File: config.mk
export PLATFORM = sky130hd
export DESIGN_NAME = dmac_auto_chan
export DESIGN_NICKNAME = d
export VERILOG_FILES = /design/src/rtl/dmac_pkg.sv /design/src/rtl/dmac_glob.sv /design/src/rtl/dmac_chan_regs.sv /design/src/rtl/dmac_xfer.sv /design/src/rtl/dmac_auto_chan.sv
export SDC_FILE = /design/constraint.sdc
export NUM_CORES = 1
export LEC_CHECK = 0
export BUFFER_PORTS_ARGS = -buffer_cell sky130_fd_sc_hd__buf_2
export CAP_MARGIN = 20
export CORE_AREA = 2 2 143 145
export CTS_BUF_LIST = sky130_fd_sc_hd__clkbuf_4 sky130_fd_sc_hd__clkbuf_8 sky130_fd_sc_hd__clkbuf_16
export DETAILED_ROUTE_END_ITERATION = 7
export DIE_AREA = 0 0 145 147
export PLACE_DENSITY = 0.63
export SYNTH_ARGS = -nofsm -noshare
export SYNTH_HDL_FRONTEND = slang
export SYNTH_SLANG_ARGS = --single-unit
File: constraint.sdc
create_clock -name clk_i -period 4.8 [get_ports clk_i]
set_input_delay 0.72 -clock clk_i [delete_from_list [all_inputs] [get_ports clk_i]]
set_output_delay 0.72 -clock clk_i [all_outputs]
set_load 0.03 [all_outputs]
File: src/rtl/dmac_pkg.sv
package dmac_pkg;
  localparam int REG_AW = 7;
  localparam logic [REG_AW-1:0] OFS_SRC = 7'h00;
  localparam logic [REG_AW-1:0] OFS_DST = 7'h04;
  localparam logic [REG_AW-1:0] OFS_CNT = 7'h08;
  localparam logic [REG_AW-1:0] OFS_CTL = 7'h0C;
  localparam logic [REG_AW-1:0] OFS_GOP = 7'h40;

  localparam int CTL_DE = 0;
  localparam int CTL_TE = 1;
  localparam int CTL_IE = 2;
  localparam int CTL_SZ = 4;

  localparam int GOP_INIT = 0;
  localparam int GOP_NMIF = 1;
  localparam int GOP_AE   = 2;

  typedef enum logic [1:0] {XS_IDLE, XS_RD, XS_WR} xfer_state_e;
endpackage

File: src/rtl/dmac_glob.sv
module dmac_glob (
  input  logic       clk_i,
  input  logic       rst_ni,
  input  logic       wr_i,
  input  logic [2:0] wdata_i,
  input  logic       nmi_i,
  input  logic       addr_err_i,
  output logic       init_o,
  output logic       nmif_o,
  output logic       ae_o,
  output logic       ok_o
);
  import dmac_pkg::*;

  always_ff @(posedge clk_i or negedge rst_ni) begin
    if (!rst_ni) begin
      init_o <= 1'b0;
      nmif_o <= 1'b0;
      ae_o   <= 1'b0;
    end else begin
      if (wr_i) init_o <= wdata_i[GOP_INIT];
      // flags: hardware sets, software may only clear
      nmif_o <= (nmif_o & ~(wr_i & ~wdata_i[GOP_NMIF])) | nmi_i;
      ae_o   <= (ae_o & ~(wr_i & ~wdata_i[GOP_AE])) | addr_err_i;
    end
  end

  assign ok_o = init_o & ~nmif_o & ~ae_o;
endmodule

File: src/rtl/dmac_chan_regs.sv
module dmac_chan_regs #(
  parameter int ADDR_W = 32,
  parameter int CNT_W  = 24
) (
  input  logic              clk_i,
  input  logic              rst_ni,
  input  logic              wr_src_i,
  input  logic              wr_dst_i,
  input  logic              wr_cnt_i,
  input  logic              wr_ctl_i,
  input  logic [ADDR_W-1:0] waddr_i,
  input  logic [CNT_W-1:0]  wcnt_i,
  input  logic              wde_i,
  input  logic              wte_i,
  input  logic              wie_i,
  input  logic [1:0]        wsz_i,
  input  logic              active_i,
  input  logic              unit_done_i,
  input  logic              term_i,
  input  logic [ADDR_W-1:0] step_i,
  output logic [ADDR_W-1:0] src_o,
  output logic [ADDR_W-1:0] dst_o,
  output logic [CNT_W-1:0]  cnt_o,
  output logic              de_o,
  output logic              te_o,
  output logic              ie_o,
  output logic [1:0]        sz_o,
  output logic              busy_o
);
  logic lock, te_set;

  assign busy_o = de_o & ~te_o;
  assign lock   = busy_o | active_i;
  assign te_set = (unit_done_i && cnt_o == CNT_W'(1)) || term_i;

  always_ff @(posedge clk_i or negedge rst_ni) begin
    if (!rst_ni) begin
      src_o <= '0;
      dst_o <= '0;
      cnt_o <= '0;
    end else if (unit_done_i) begin
      src_o <= src_o + step_i;
      dst_o <= dst_o + step_i;
      cnt_o <= cnt_o - CNT_W'(1);
    end else if (!lock) begin
      if (wr_src_i) src_o <= waddr_i;
      if (wr_dst_i) dst_o <= waddr_i;
      if (wr_cnt_i) cnt_o <= wcnt_i;
    end
  end

  always_ff @(posedge clk_i or negedge rst_ni) begin
    if (!rst_ni) begin
      de_o <= 1'b0;
      te_o <= 1'b0;
      ie_o <= 1'b0;
      sz_o <= 2'd0;
    end else if (wr_ctl_i && !lock) begin
      de_o <= wde_i;
      te_o <= wte_i | te_set;
      ie_o <= wie_i;
      sz_o <= wsz_i;
    end else if (wr_ctl_i && !wde_i) begin
      // halt write while busy: size stays frozen
      de_o <= 1'b0;
      te_o <= wte_i | te_set;
      ie_o <= wie_i;
    end else if (te_set) begin
      te_o <= 1'b1;
    end
  end
endmodule

File: src/rtl/dmac_xfer.sv
module dmac_xfer #(
  parameter int ADDR_W = 32,
  parameter int DATA_W = 32
) (
  input  logic              clk_i,
  input  logic              rst_ni,
  input  logic              run_i,
  input  logic              cnt_zero_i,
  input  logic [ADDR_W-1:0] src_i,
  input  logic [ADDR_W-1:0] dst_i,
  input  logic [1:0]        sz_i,
  input  logic              mem_ack_i,
  input  logic [DATA_W-1:0] mem_rdata_i,
  output logic              mem_req_o,
  output logic              mem_we_o,
  output logic [ADDR_W-1:0] mem_addr_o,
  output logic [DATA_W-1:0] mem_wdata_o,
  output logic              active_o,
  output logic              unit_done_o,
  output logic              term_o,
  output logic              addr_err_o
);
  import dmac_pkg::*;

  xfer_state_e       state_q;
  logic [DATA_W-1:0] data_q;
  logic [ADDR_W-1:0] mask;
  logic              misalign, idle, start;

  assign mask     = (ADDR_W'(1) << sz_i) - ADDR_W'(1);
  assign misalign = ((src_i | dst_i) & mask) != '0;
  assign idle     = (state_q == XS_IDLE);
  assign term_o     = idle & run_i & cnt_zero_i;
  assign addr_err_o = idle & run_i & ~cnt_zero_i & misalign;
  assign start      = idle & run_i & ~cnt_zero_i & ~misalign;

  always_ff @(posedge clk_i or negedge rst_ni) begin
    if (!rst_ni) begin
      state_q <= XS_IDLE;
      data_q  <= '0;
    end else begin
      unique case (state_q)
        XS_IDLE: if (start) state_q <= XS_RD;
        XS_RD: if (mem_ack_i) begin
          data_q  <= mem_rdata_i;
          state_q <= XS_WR;
        end
        XS_WR: if (mem_ack_i) state_q <= XS_IDLE;
        default: state_q <= XS_IDLE;
      endcase
    end
  end

  assign active_o    = ~idle;
  assign mem_req_o   = ~idle;
  assign mem_we_o    = (state_q == XS_WR);
  assign mem_addr_o  = mem_we_o ? dst_i : src_i;
  assign mem_wdata_o = data_q;
  assign unit_done_o = mem_we_o & mem_ack_i;
endmodule

File: src/rtl/dmac_auto_chan.sv
module dmac_auto_chan #(
  parameter int ADDR_W = 32,
  parameter int DATA_W = 32,
  parameter int CNT_W  = 24
) (
  input  logic              clk_i,
  input  logic              rst_ni,
  input  logic              reg_wr_i,
  input  logic [6:0]        reg_addr_i,
  input  logic [31:0]       reg_wdata_i,
  output logic [31:0]       reg_rdata_o,
  input  logic              nmi_i,
  output logic              mem_req_o,
  output logic              mem_we_o,
  output logic [ADDR_W-1:0] mem_addr_o,
  output logic [1:0]        mem_size_o,
  output logic [DATA_W-1:0] mem_wdata_o,
  input  logic              mem_ack_i,
  input  logic [DATA_W-1:0] mem_rdata_i,
  output logic              irq_o
);
  import dmac_pkg::*;

  localparam int MAX_SZ = $clog2(DATA_W / 8);

  logic [ADDR_W-1:0] src_q, dst_q, step;
  logic [CNT_W-1:0]  cnt_q;
  logic              de_q, te_q, ie_q, busy;
  logic [1:0]        sz_q, eff_sz;
  logic              g_init, g_nmif, g_ae, gop_ok;
  logic              active, unit_done, term, addr_err, run;

  assign eff_sz = (int'(sz_q) > MAX_SZ) ? 2'(MAX_SZ) : sz_q;
  assign step   = ADDR_W'(1) << eff_sz;
  assign run    = de_q & ~te_q & gop_ok;

  dmac_glob u_glob (
    .clk_i, .rst_ni,
    .wr_i       (reg_wr_i && reg_addr_i == OFS_GOP),
    .wdata_i    (reg_wdata_i[2:0]),
    .nmi_i,
    .addr_err_i (addr_err),
    .init_o     (g_init),
    .nmif_o     (g_nmif),
    .ae_o       (g_ae),
    .ok_o       (gop_ok)
  );

  dmac_chan_regs #(.ADDR_W(ADDR_W), .CNT_W(CNT_W)) u_regs (
    .clk_i, .rst_ni,
    .wr_src_i    (reg_wr_i && reg_addr_i == OFS_SRC),
    .wr_dst_i    (reg_wr_i && reg_addr_i == OFS_DST),
    .wr_cnt_i    (reg_wr_i && reg_addr_i == OFS_CNT),
    .wr_ctl_i    (reg_wr_i && reg_addr_i == OFS_CTL),
    .waddr_i     (reg_wdata_i[ADDR_W-1:0]),
    .wcnt_i      (reg_wdata_i[CNT_W-1:0]),
    .wde_i       (reg_wdata_i[CTL_DE]),
    .wte_i       (reg_wdata_i[CTL_TE]),
    .wie_i       (reg_wdata_i[CTL_IE]),
    .wsz_i       (reg_wdata_i[CTL_SZ+:2]),
    .active_i    (active),
    .unit_done_i (unit_done),
    .term_i      (term),
    .step_i      (step),
    .src_o       (src_q),
    .dst_o       (dst_q),
    .cnt_o       (cnt_q),
    .de_o        (de_q),
    .te_o        (te_q),
    .ie_o        (ie_q),
    .sz_o        (sz_q),
    .busy_o      (busy)
  );

  dmac_xfer #(.ADDR_W(ADDR_W), .DATA_W(DATA_W)) u_xfer (
    .clk_i, .rst_ni,
    .run_i       (run),
    .cnt_zero_i  (cnt_q == '0),
    .src_i       (src_q),
    .dst_i       (dst_q),
    .sz_i        (eff_sz),
    .mem_ack_i,
    .mem_rdata_i,
    .mem_req_o,
    .mem_we_o,
    .mem_addr_o,
    .mem_wdata_o,
    .active_o    (active),
    .unit_done_o (unit_done),
    .term_o      (term),
    .addr_err_o  (addr_err)
  );

  assign mem_size_o = eff_sz;
  assign irq_o      = te_q & ie_q;

  always_comb begin
    reg_rdata_o = '0;
    unique case (reg_addr_i)
      OFS_SRC: reg_rdata_o = 32'(src_q);
      OFS_DST: reg_rdata_o = 32'(dst_q);
      OFS_CNT: reg_rdata_o = 32'(cnt_q);
      OFS_CTL: begin
        reg_rdata_o[CTL_DE]     = de_q;
        reg_rdata_o[CTL_TE]     = te_q;
        reg_rdata_o[CTL_IE]     = ie_q;
        reg_rdata_o[CTL_SZ+:2]  = sz_q;
      end
      OFS_GOP: reg_rdata_o = {29'd0, g_ae, g_nmif, g_init};
      default: reg_rdata_o = '0;
    endcase
  end

  logic unused_busy;
  assign unused_busy = busy;
endmodule

==> impl_metrics.json <==
{
  "fin_nets": 1244,
  "skew_ps": 6.759,
  "fin_crit_sh": 0.6906,
  "synth_cells": 1011,
  "min_period_ps": 3315,
  "synth-edff-count": 0,
  "power_uw": 3157,
  "final_common_cell": "buf_2",
  "max-slew-margin-rel": 0.2699,
  "vias": 8591,
  "netlist.area_leader.share": 0.3810,
  "netlist_area_um2": 8538,
  "die_y_um": 147,
  "power_switching_uw": 1083,
  "ant_nets": 0,
  "yosysWarnings": 0,
  "placed_cells": 1404,
  "finalSetupViolations": 0,
  "drive_above_1_share": 0.2414,
  "drc": 0,
  "overflow": 0,
  "cp_top_family": "buffers and inverters",
  "rr_endpoint": "u_regs.src_o[28]$_DFFE_PN0P_",
  "antenna_found_initial": 1,
  "post-place-ws_ps": 1270,
  "fill_cells": 1882,
  "postCtsHoldBufs": 0,
  "syn_avg_cell_area_um2": 8.445,
  "status": "completed",
  "drv_cap": 0,
  "worstMarginPinSlew_ps": 1094,
  "slowest_stage": "buf_2",
  "die_w_um": 145,
  "synth_flop_cell": "dfrtp_1",
  "cp.arrival_ps": 2590,
  "portBuffers": 176,
  "cts_max_level": 4,
  "grt_max_degree": 103,
  "internal-power_uw": 2075,
  "ys_top_cells_by_area": "dfrtp_1 (38%), nand2_1 (6.1%), nor2_1 (5.0%)",
  "ctsResizeCount": 0,
  "ys_seq_elements": 130,
  "worstPathRequired_ps": 4080,
  "drt_iter0_drc": 751,
  "rsz0062_at_grt": "false",
  "final_cell_mix": "buf_2 (175), nand2_1 (138), dfrtp_1 (130)",
  "cts_tree": "built",
  "start_util": 0.4303,
  "coreArea_um2": 19840,
  "die_area_um2": 21320,
  "hpwl_um": 21070,
  "report.final.slew_viol_count": 0,
  "place.gp.congestion": 0.9228,
  "switching_share": 0.3429,
  "via_per_inst": 5.970,
  "cp_num_buf_inv": 3,
  "clk_path_buf_depth": 2,
  "r2r_setup_slack_ps": 1590,
  "multiInputGateArea_um2": 4930,
  "reg2reg_from": "u_regs.sz_o[1]$_DFFE_PN0P_",
  "max_stage_delay_ps": 700,
  "pin_count": 177,
  "finalNonFillerCells": 1439,
  "cts-root-buf": "clkbuf_16",
  "grt_pass1_wl_um": 46660,
  "routed_wl_um": 29610,
  "grt_use_total": 0.2797,
  "finalHoldViolations": 0,
  "ys_async_sr_fraction": 1.000,
  "cts_post_setup_buffers_inserted": 0,
  "wl_per_cell_um": 20.58,
  "synth.distinct_cells": 75,
  "clock_sinks": 130,
  "syn2layout_area_growth_pct": 18.92,
  "crit_fanout": 32,
  "whs_ps": 387.8,
  "finalWorstSetupSlack_ps": 1485,
  "p_leak_uw": 0.004750,
  "ys_seq_area_frac": 0.3810,
  "grt_pass1_vias": 8377,
  "insertion_delay_ps": 430,
  "comb_power_share": 0.183,
  "clock.fmax_mhz": 301.7,
  "clkPwrFrac": 0.383,
  "end_kind": "output port",
  "cts_buffers": 17,
  "path_cells": "buf_2 -> buf_4 -> mux2i_1 -> nor2_1 -> a21oi_1 -> nor2_1 -> buf_2",
  "rows": 52,
  "crit_type": "in2out",
  "clk_pin_slew_ps": 60,
  "reg2regPathDepth": 9,
  "seqCellArea_um2": 3253,
  "power.density_nw_per_um2": 310.9,
  "hold_path.class": "in2async",
  "cp-start-kind": "primary input",
  "setup_tns_ps": 0,
  "drt_pre_antenna_iters": 5,
  "synth.largest_area_cell": "dfrtp_1",
  "ir_drop_v": 0.0002422,
  "pwr-share-seq": 0.435
}
[cell families (layout without fill, tap and decap cells)]
group / after synthesis / count (layout) / synth area share
adder cells (fa/ha/maj): 13 / 13 / 0.02081
AO/OA/AOI/OAI: 230 / 230 / 0.1839
multiplexers: 79 / 79 / 0.1010
AND/OR/NAND/NOR: 465 / 465 / 0.2645
other: 1 / 3 / 0.0004392
XOR/XNOR: 6 / 6 / 0.006156
buffers and inverters: 87 / 243 / 0.04220
flip-flops: 130 / 130 / 0.3810
[Yosys cell counts (all sizes together) (11+ instances only)]
library cell	number
a211oi	20
a21oi	46
and3	18
buf	20
clkbuf	48
dfrtp	130
ha	11
inv	19
mux2	37
mux2i	40
nand2	138
nand2b	11
nand3	46
nand4	28
nor2	114
nor3	47
o211ai	16
o21ai	45
o22ai	17
or3	11
[registers in the layout (all words and copies together) (netlist names), 2 cells and up]
register	cells
u_regs.src_o	32
u_xfer.mem_wdata_o	32
u_regs.dst_o	32
u_regs.sz_o	2
u_xfer.state_q	2
u_regs.cnt_o	24
[metrics by stage]
step	area [µm²]	utilization
floorplan	8542	-
detailed placement	9584	0.4830
finish	10150	0.5117
global route	10150	0.5115
CTS	10120	0.5100
global placement	9584	0.4830
[layer usage]
| layer | track usage | vias up | wire [µm] |
|---|---|---|---|
| li1 | - | 4003 | - |
| met1 | 0.3758 | 4113 | 12860 |
| met2 | 0.4321 | 408 | 13260 |
| met3 | 0.06273 | 67 | 2417 |
| met4 | 0.1302 | 0 | 1073 |
| met5 | 0 | - | 0 |
[area by class of cell]
type,count,area share
clock buffer,17,0.04190
clock inverter,15,0.01097
multi-input combinational,795,0.4855
timing repair buffer,192,0.1007
antenna,1,0.0002465
tap,270,0.03327
inverter,19,0.007024
sequential,130,0.3204
[power by group through the flow]
stage                     Sequential, µW  Combinational, µW  Clock [µW]
after global routing                1390                635        1270
after floorplan                     1320                409           0
after detailed placement            1380                572           0
after CTS                           1370                575        1220
after global placement              1390                565           0
final                               1370                576        1210
[how the worst max path moves through the flow]
stage                             start                           end  cells past startpoint
after CTS                 reg_addr_i[2]                reg_rdata_o[6]                      7
after detailed placement  reg_addr_i[2]  u_regs.dst_o[31]$_DFFE_PN0P_                      5
after global placement    reg_addr_i[2]  u_regs.dst_o[31]$_DFFE_PN0P_                      5
final                     reg_addr_i[2]                reg_rdata_o[6]                      7
after global routing      reg_addr_i[2]                reg_rdata_o[6]                      7
after floorplan           reg_addr_i[1]                reg_rdata_o[0]                      6
Power figures use the tool's default switching activity.
